[src/rtl/serreg_pkg.sv]
package serreg_pkg;

  // Role of the next rising serial clock edge within a frame
  typedef enum logic [2:0] {
    PH_FLAG,
    PH_ADDR,
    PH_DATA,
    PH_COMMIT,
    PH_SPENT
  } phase_e;

  // Total rising edges in one frame: flag + address + data + commit
  function automatic int frame_len(input int aw, input int dw);
    return aw + dw + 2;
  endfunction

  // Map the number of edges already seen to the role of the next edge
  function automatic phase_e phase_of(input int seen, input int aw, input int dw);
    if (seen == 0)              return PH_FLAG;
    else if (seen <= aw)        return PH_ADDR;
    else if (seen <= aw + dw)   return PH_DATA;
    else if (seen == aw + dw + 1) return PH_COMMIT;
    else                        return PH_SPENT;
  endfunction

endpackage

[src/rtl/serreg_rst_sync.sv]
module serreg_rst_sync #(
  parameter int STAGES = 2
) (
  input  logic clk,
  input  logic rst_n,
  output logic rst_sync_n
);

  logic [STAGES-1:0] chain_q;
  logic [STAGES-1:0] chain_d;

  always_comb begin
    chain_d = {chain_q[STAGES-2:0], 1'b1};
  end

  always_ff @(posedge clk or negedge rst_n) begin
    if (!rst_n) chain_q <= '0;
    else        chain_q <= chain_d;
  end

  assign rst_sync_n = chain_q[STAGES-1];

endmodule

[src/rtl/serreg_sync.sv]
module serreg_sync #(
  parameter int STAGES = 2,
  parameter int WIDTH  = 3
) (
  input  logic             clk,
  input  logic             rst_n,
  input  logic [WIDTH-1:0] din,
  output logic [WIDTH-1:0] dout
);

  logic [STAGES-1:0][WIDTH-1:0] stg_q;
  logic [STAGES-1:0][WIDTH-1:0] stg_d;

  always_comb begin
    stg_d[0] = din;
    for (int i = 1; i < STAGES; i++) begin
      stg_d[i] = stg_q[i-1];
    end
  end

  always_ff @(posedge clk or negedge rst_n) begin
    if (!rst_n) stg_q <= '0;
    else        stg_q <= stg_d;
  end

  assign dout = stg_q[STAGES-1];

endmodule

[src/rtl/serreg_frame.sv]
module serreg_frame
  import serreg_pkg::*;
#(
  parameter int ADDR_W = 6,
  parameter int DATA_W = 24
) (
  input  logic              clk,
  input  logic              rst_n,
  input  logic              sen_act,
  input  logic              sck_rise,
  input  logic              sdi_s,
  input  logic [DATA_W-1:0] rd_word,
  output logic [ADDR_W-1:0] addr_o,
  output logic              wr_en,
  output logic [DATA_W-1:0] wr_data,
  output logic              rd_drive,
  output logic              rd_bit
);

  localparam int FRAME_LEN = frame_len(ADDR_W, DATA_W);
  localparam int CNT_W     = $clog2(FRAME_LEN + 1);
  localparam logic [CNT_W-1:0] CNT_ONE = CNT_W'(1);

  logic [CNT_W-1:0]  cnt_q, cnt_d;
  logic              rw_q, rw_d;
  logic [ADDR_W-1:0] addr_q, addr_d;
  logic [DATA_W-1:0] shift_q, shift_d;
  logic              rd_q, rd_d;
  phase_e            phase;

  // Next-state decode of one frame
  always_comb begin
    cnt_d   = cnt_q;
    rw_d    = rw_q;
    addr_d  = addr_q;
    shift_d = shift_q;
    rd_d    = rd_q;
    wr_en   = 1'b0;
    phase   = phase_of(int'(cnt_q), ADDR_W, DATA_W);
    if (!sen_act) begin
      cnt_d = '0;
      rd_d  = 1'b0;
    end else if (sck_rise) begin
      case (phase)
        PH_FLAG: begin
          rw_d  = sdi_s;
          cnt_d = cnt_q + CNT_ONE;
        end
        PH_ADDR: begin
          addr_d = {addr_q[ADDR_W-2:0], sdi_s};
          cnt_d  = cnt_q + CNT_ONE;
        end
        PH_DATA: begin
          cnt_d = cnt_q + CNT_ONE;
          if (rw_q) begin
            if (!rd_q) begin
              shift_d = rd_word;
              rd_d    = 1'b1;
            end else begin
              shift_d = {shift_q[DATA_W-2:0], 1'b0};
            end
          end else begin
            shift_d = {shift_q[DATA_W-2:0], sdi_s};
          end
        end
        PH_COMMIT: begin
          cnt_d = cnt_q + CNT_ONE;
          rd_d  = 1'b0;
          wr_en = !rw_q;
        end
        default: begin
          cnt_d = cnt_q;
        end
      endcase
    end
  end

  always_ff @(posedge clk or negedge rst_n) begin
    if (!rst_n) begin
      cnt_q   <= '0;
      rw_q    <= 1'b0;
      addr_q  <= '0;
      shift_q <= '0;
      rd_q    <= 1'b0;
    end else begin
      cnt_q   <= cnt_d;
      rw_q    <= rw_d;
      addr_q  <= addr_d;
      shift_q <= shift_d;
      rd_q    <= rd_d;
    end
  end

  assign addr_o   = addr_q;
  assign wr_data  = shift_q;
  assign rd_drive = rd_q;
  assign rd_bit   = shift_q[DATA_W-1];

  // the edge count saturates at the frame length
  p_cnt_saturates_r8: assert property (@(posedge clk) disable iff (!rst_n)
    int'(cnt_q) <= FRAME_LEN);

  // the pin carries data only inside the read data window
  p_read_window_r5: assert property (@(posedge clk) disable iff (!rst_n)
    rd_q |-> (rw_q && int'(cnt_q) >= ADDR_W + 2 && int'(cnt_q) <= ADDR_W + DATA_W + 1));

  // once the last edge has passed, status owns the pin again
  p_end_releases_r6: assert property (@(posedge clk) disable iff (!rst_n)
    (int'(cnt_q) >= FRAME_LEN) |-> !rd_q);

  // a dropped enable clears the frame state on the next cycle
  p_abort_clears_r7: assert property (@(posedge clk) disable iff (!rst_n)
    !sen_act |=> (cnt_q == '0 && !rd_q));

  // the direction flag holds for the rest of the frame
  p_flag_held_r2: assert property (@(posedge clk) disable iff (!rst_n)
    (sen_act && int'(cnt_q) >= 2) |-> $stable(rw_q));

  // one commit per frame
  p_single_commit_r4: assert property (@(posedge clk) disable iff (!rst_n)
    wr_en |=> !wr_en);

endmodule

[src/rtl/serreg_bank.sv]
module serreg_bank #(
  parameter int ADDR_W = 6,
  parameter int DATA_W = 24
) (
  input  logic                               clk,
  input  logic                               rst_n,
  input  logic                               wr_en,
  input  logic [ADDR_W-1:0]                  addr,
  input  logic [DATA_W-1:0]                  wr_data,
  output logic [DATA_W-1:0]                  rd_word,
  output logic [(1<<ADDR_W)*DATA_W-1:0]      regs_flat
);

  localparam int NREG = 1 << ADDR_W;

  for (genvar i = 0; i < NREG; i++) begin : g_reg
    logic              hit;
    logic [DATA_W-1:0] val_q, val_d;

    assign hit = wr_en && (addr == ADDR_W'(i));

    always_comb begin
      val_d = hit ? wr_data : val_q;
    end

    always_ff @(posedge clk or negedge rst_n) begin
      if (!rst_n)   val_q <= '0;
      else if (hit) val_q <= val_d;
    end

    assign regs_flat[i*DATA_W +: DATA_W] = val_q;
  end

  assign rd_word = regs_flat[addr*DATA_W +: DATA_W];

  // with no commit pending the bank keeps its contents
  p_hold_without_commit_r9: assert property (@(posedge clk) disable iff (!rst_n)
    !wr_en |=> $stable(regs_flat));

  // a commit leaves the addressed register holding the word
  p_commit_lands_r4: assert property (@(posedge clk) disable iff (!rst_n)
    wr_en |=> (rd_word == $past(wr_data) || addr != $past(addr)));

endmodule

[src/rtl/serreg_slave.sv]
module serreg_slave #(
  parameter int ADDR_W      = 6,
  parameter int DATA_W      = 24,
  parameter int SYNC_STAGES = 2,
  localparam int NREG       = 1 << ADDR_W
) (
  input  logic                   clk,
  input  logic                   rst_n,
  input  logic                   sck,
  input  logic                   sen,
  input  logic                   sdi,
  input  logic                   lock_det,
  output logic                   sdo_ld,
  output logic [NREG*DATA_W-1:0] regs_flat
);

  logic              rst_s_n;
  logic [2:0]        pins_s;
  logic              sen_s, sck_s, sdi_s;
  logic              sck_prev_q, sck_prev_d;
  logic              sck_rise;
  logic [ADDR_W-1:0] addr;
  logic              wr_en;
  logic [DATA_W-1:0] wr_data;
  logic [DATA_W-1:0] rd_word;
  logic              rd_drive;
  logic              rd_bit;

  serreg_rst_sync #(.STAGES(SYNC_STAGES)) u_rst_sync (
    .clk        (clk),
    .rst_n      (rst_n),
    .rst_sync_n (rst_s_n)
  );

  serreg_sync #(.STAGES(SYNC_STAGES), .WIDTH(3)) u_pin_sync (
    .clk   (clk),
    .rst_n (rst_s_n),
    .din   ({sen, sck, sdi}),
    .dout  (pins_s)
  );

  assign {sen_s, sck_s, sdi_s} = pins_s;

  always_comb begin
    sck_prev_d = sck_s;
  end

  always_ff @(posedge clk or negedge rst_s_n) begin
    if (!rst_s_n) sck_prev_q <= 1'b0;
    else          sck_prev_q <= sck_prev_d;
  end

  assign sck_rise = sck_s && !sck_prev_q;

  serreg_frame #(.ADDR_W(ADDR_W), .DATA_W(DATA_W)) u_frame (
    .clk      (clk),
    .rst_n    (rst_s_n),
    .sen_act  (sen_s),
    .sck_rise (sck_rise),
    .sdi_s    (sdi_s),
    .rd_word  (rd_word),
    .addr_o   (addr),
    .wr_en    (wr_en),
    .wr_data  (wr_data),
    .rd_drive (rd_drive),
    .rd_bit   (rd_bit)
  );

  serreg_bank #(.ADDR_W(ADDR_W), .DATA_W(DATA_W)) u_bank (
    .clk       (clk),
    .rst_n     (rst_s_n),
    .wr_en     (wr_en),
    .addr      (addr),
    .wr_data   (wr_data),
    .rd_word   (rd_word),
    .regs_flat (regs_flat)
  );

  assign sdo_ld = rd_drive ? rd_bit : lock_det;

  // with the enable low for two cycles the pin shows status
  p_idle_status_r6: assert property (@(posedge clk) disable iff (!rst_s_n)
    (!sen_s && $past(!sen_s)) |-> (sdo_ld == lock_det));

endmodule

[config.mk]
export PLATFORM = sky130hd
export DESIGN_NAME = serreg_slave
export DESIGN_NICKNAME = d
export VERILOG_FILES = /design/src/rtl/serreg_pkg.sv /design/src/rtl/serreg_rst_sync.sv /design/src/rtl/serreg_sync.sv /design/src/rtl/serreg_frame.sv /design/src/rtl/serreg_bank.sv /design/src/rtl/serreg_slave.sv
export SDC_FILE = /design/constraint.sdc
export NUM_CORES = 2
export LEC_CHECK = 0
export BUFFER_PORTS_ARGS = -buffer_cell sky130_fd_sc_hd__buf_2
export CAP_MARGIN = 20
export CORE_AREA = 2 2 594 596
export CTS_CLUSTER_SIZE = 28
export DETAILED_ROUTE_END_ITERATION = 10
export DIE_AREA = 0 0 596 598
export SYNTH_ARGS = -nofsm -noshare
export SYNTH_HDL_FRONTEND = slang
export SYNTH_SLANG_ARGS = --single-unit
[constraint.sdc]
create_clock -name clk -period 65.8 [get_ports clk]
set_clock_uncertainty 0.05 [all_clocks]
set_input_delay 13.16 -clock clk [delete_from_list [all_inputs] [get_ports clk]]
set_output_delay 13.16 -clock clk [all_outputs]
set_load 0.02 [all_outputs]
==> impl_metrics.env <==
export IMPL_htree_levels=4
export IMPL_yosysSeqAreaShare_pct=55.1
export IMPL_cp_max_fo=1
export IMPL_cp_start_kind="primary input"
export IMPL_layout_nets=5871
export IMPL_postCtsHoldBufs=0
export IMPL_synth_cell_types=50
export IMPL_drt_iter0_drc=5727
export IMPL_die_w_um=596
export IMPL_relSlewSlack_pct=20.7
export IMPL_crit_type="in -> out"
export IMPL_globalRouteOverflowTotal=0
export IMPL_dp_worst_setup_slack_ns=38.72
export IMPL_core_area_um2=351000
export IMPL_crit_path_end_kind="primary output"
export IMPL_synthAdderAreaFrac_pct=0.0522
export IMPL_grt_usage_pct=23.0
export IMPL_final_layout_size_suffix_gt1_share_pct=68.1
export IMPL_port_buffers=1542
export IMPL_syn_area_per_cell_um2=16.2
export IMPL_firstDrtPassIters=5
export IMPL_synth_area_um2=71900
export IMPL_finalSetupViolCount=0
export IMPL_dp_hpwl_um=319000
export IMPL_synth_top_family_by_area="multiplexers"
export IMPL_async_flop_share_pct=100
export IMPL_hp_class="reg -> async"
export IMPL_clock_latency_ns=0.90
export IMPL_grt_pass1_vias=52700
export IMPL_cts_setup_buffers=0
export IMPL_min_period_ns=27.09
export IMPL_n_fill_cell=36100
export IMPL_areaGrowthSynthToFinish_pct=27.0
export IMPL_synth_compound_area_share_pct=1.23
export IMPL_final_common_cell="mux2_2"
export IMPL_clk_path_buf_depth=4
export IMPL_ys_flop_type="dfrtp_1"
export IMPL_cp_arrival_ns=13.88
export IMPL_cts_buffers=188
export IMPL_io_pin_count=1543
export IMPL_cp_data_required_time_ns=52.59
export IMPL_synth_mux_area_share_pct=39.0
export IMPL_routed_wl_um=426000
export IMPL_status="completed"
export IMPL_yosysWarnings=0
export IMPL_setup_slack_ns=38.71
export IMPL_drv_slew=0
export IMPL_timing_final_crit_share_pct=41.2
export IMPL_initial_core_util_pct=20.5
export IMPL_antenna_found_initial=69
export IMPL_syn_instance_count=4438
export IMPL_vias=52400
export IMPL_p_leak_nw=46.6
export IMPL_synth_edf_count=0
export IMPL_netlist_top_cells_area="dfrtp_1, mux2_2, mux4_2"
export IMPL_mostFrequentLayoutCells="mux2_2, dfrtp_1, buf_2"
export IMPL_yosys_area_share_simple_pct=1.54
export IMPL_vdd_drop_max_mv=0.0212
export IMPL_finalHoldViolations=0
export IMPL_vias_per_cell=4.92
export IMPL_r2r_slack_ns=59.70
export IMPL_yosys_area_share_xor_xnor_pct=0.0487
export IMPL_synth_nets=4447
export IMPL_synth_top_area_share_pct=55.1
export IMPL_timing_fmax_ghz=0.0369
export IMPL_clk_pin_slew_ns=0.06
export IMPL_placed_cell_area_um2=84900
export IMPL_post_route_drc_count=0
export IMPL_cts_root_buffer="clkbuf_16"
export IMPL_grt_first_pass_wirelength_um=545000
export IMPL_gp_congestion=0.909
export IMPL_die_height_um=598
export IMPL_cts_tree="done"
export IMPL_yosysTopAreaCell="dfrtp_1"
export IMPL_setup_tns_ns=0
export IMPL_wl_per_cell_um=40.0
export IMPL_power_density_nw_per_um2=24.8
export IMPL_worst_pin_slew_ns=1.19
export IMPL_rsz0062_at_grt="false"
export IMPL_design_area_um2=91300
export IMPL_clock_sinks=1583
export IMPL_row_count=218
export IMPL_ant_nets=0
export IMPL_die_area_um2=356000
export IMPL_cts_resized=0
export IMPL_grt_max_degree=150
export IMPL_drv_cap=0
export IMPL_ys_seq_elements=1583
==> path summary, 6_finish.rpt <==
path                                        from                         end  cells after the start
max                                     lock_det                      sdo_ld                      3
min                        u_rst_sync.chain_q[1]  u_bank.g_reg[38].val_q[11]                      0
max reg2reg                    u_frame.addr_o[0]         u_frame.wr_data[21]                      9
min reg2reg                u_rst_sync.chain_q[1]  u_bank.g_reg[38].val_q[11]                      0
max in group asynchronous                  rst_n       u_rst_sync.chain_q[1]                      1
min in group clk             u_pin_sync.stg_d[5]          u_pin_sync.dout[2]                      0
==> cell families after synthesis <==
kind of cell | after synthesis
compound gates | 118
simple gates | 212
other cells | 1
fa+ha+maj | 3
buf+inv | 456
mux | 2061
flops | 1583
xor+xnor | 4
==> critical path, cell delays in order <==
cell and delay, ns:
buf_2 0.13, mux2_2 0.38, buf_2 0.20
==> stage by stage <==
step	hold slack [ns]	util, %	cells	total power [mW]
after CTS	0.298	26.0	10600	2.29
after global placement	0.289	24.2	10300	1.21
final	0.296	26.0	10600	2.27
after detailed placement	0.286	24.2	10300	1.21
after global routing	0.303	26.0	10600	2.34
after floorplan	0.281	-	4438	1.15
==> registers in the layout (all words and copies together) (netlist names), 2 cells and up <==
| register | count |
|---|---|
| u_frame.cnt_q | 6 |
| u_frame.addr_o | 6 |
| u_bank.g.val_q | 1536 |
| u_pin_sync.dout | 3 |
| u_frame.wr_data | 24 |
| u_rst_sync.chain_q | 2 |
| u_pin_sync.stg_d | 3 |
==> layer usage <==
metal	vias to the layer above	routed length [µm]	track usage, %
met5	-	61	0
met4	10	21800	10.0
met3	778	45700	8.33
met2	3413	191000	35.8
met1	28600	167000	28.6
li1	19600	-	-
==> synthesized netlist by cell type, drive strengths merged, types with 2 or more instances <==
master and instances:
dfrtp 1583, mux2 1569, mux4 434, buf 251
clkbuf 200, nor2 74, mux2i 58, nand2 50
a221oi 27, nor3 24, a22oi 16, o21ai 15
a311oi 14, nand3 13, a211oi 12, nand4 12
a21oi 10, nor2b 9, and3 8, and2 7
a31oi 5, inv 5, o22ai 5, nand2b 4
o221ai 4, and3b 3, ha 3, o311ai 3
a2111oi 2, a32oi 2, nand3b 2, nor4 2
xnor2 2, xor2 2
==> power by group <==
group          total [mW]  switching, mW  internal [mW]  leakage [nW]
clock                1.08          0.456          0.627          3.07
combinational       0.201          0.131         0.0705          21.5
sequential          0.984        0.00897          0.975          22.0
==> final cells by class <==
| type | instances | area, µm² | share of cell area, % |
|---|---|---|---|
| repair buffers | 1685 | 8920 | 9.77 |
| diodes | 21 | 52.6 | 0.0575 |
| clock buffers | 265 | 5380 | 5.89 |
| well taps | 4620 | 5780 | 6.33 |
| inverters | 5 | 18.8 | 0.0206 |
| clock inverters | 67 | 911 | 0.997 |
| multi-input cells | 2399 | 30600 | 33.5 |
| flip-flops and latches | 1583 | 39700 | 43.5 |
Power figures use the tool's default switching activity.
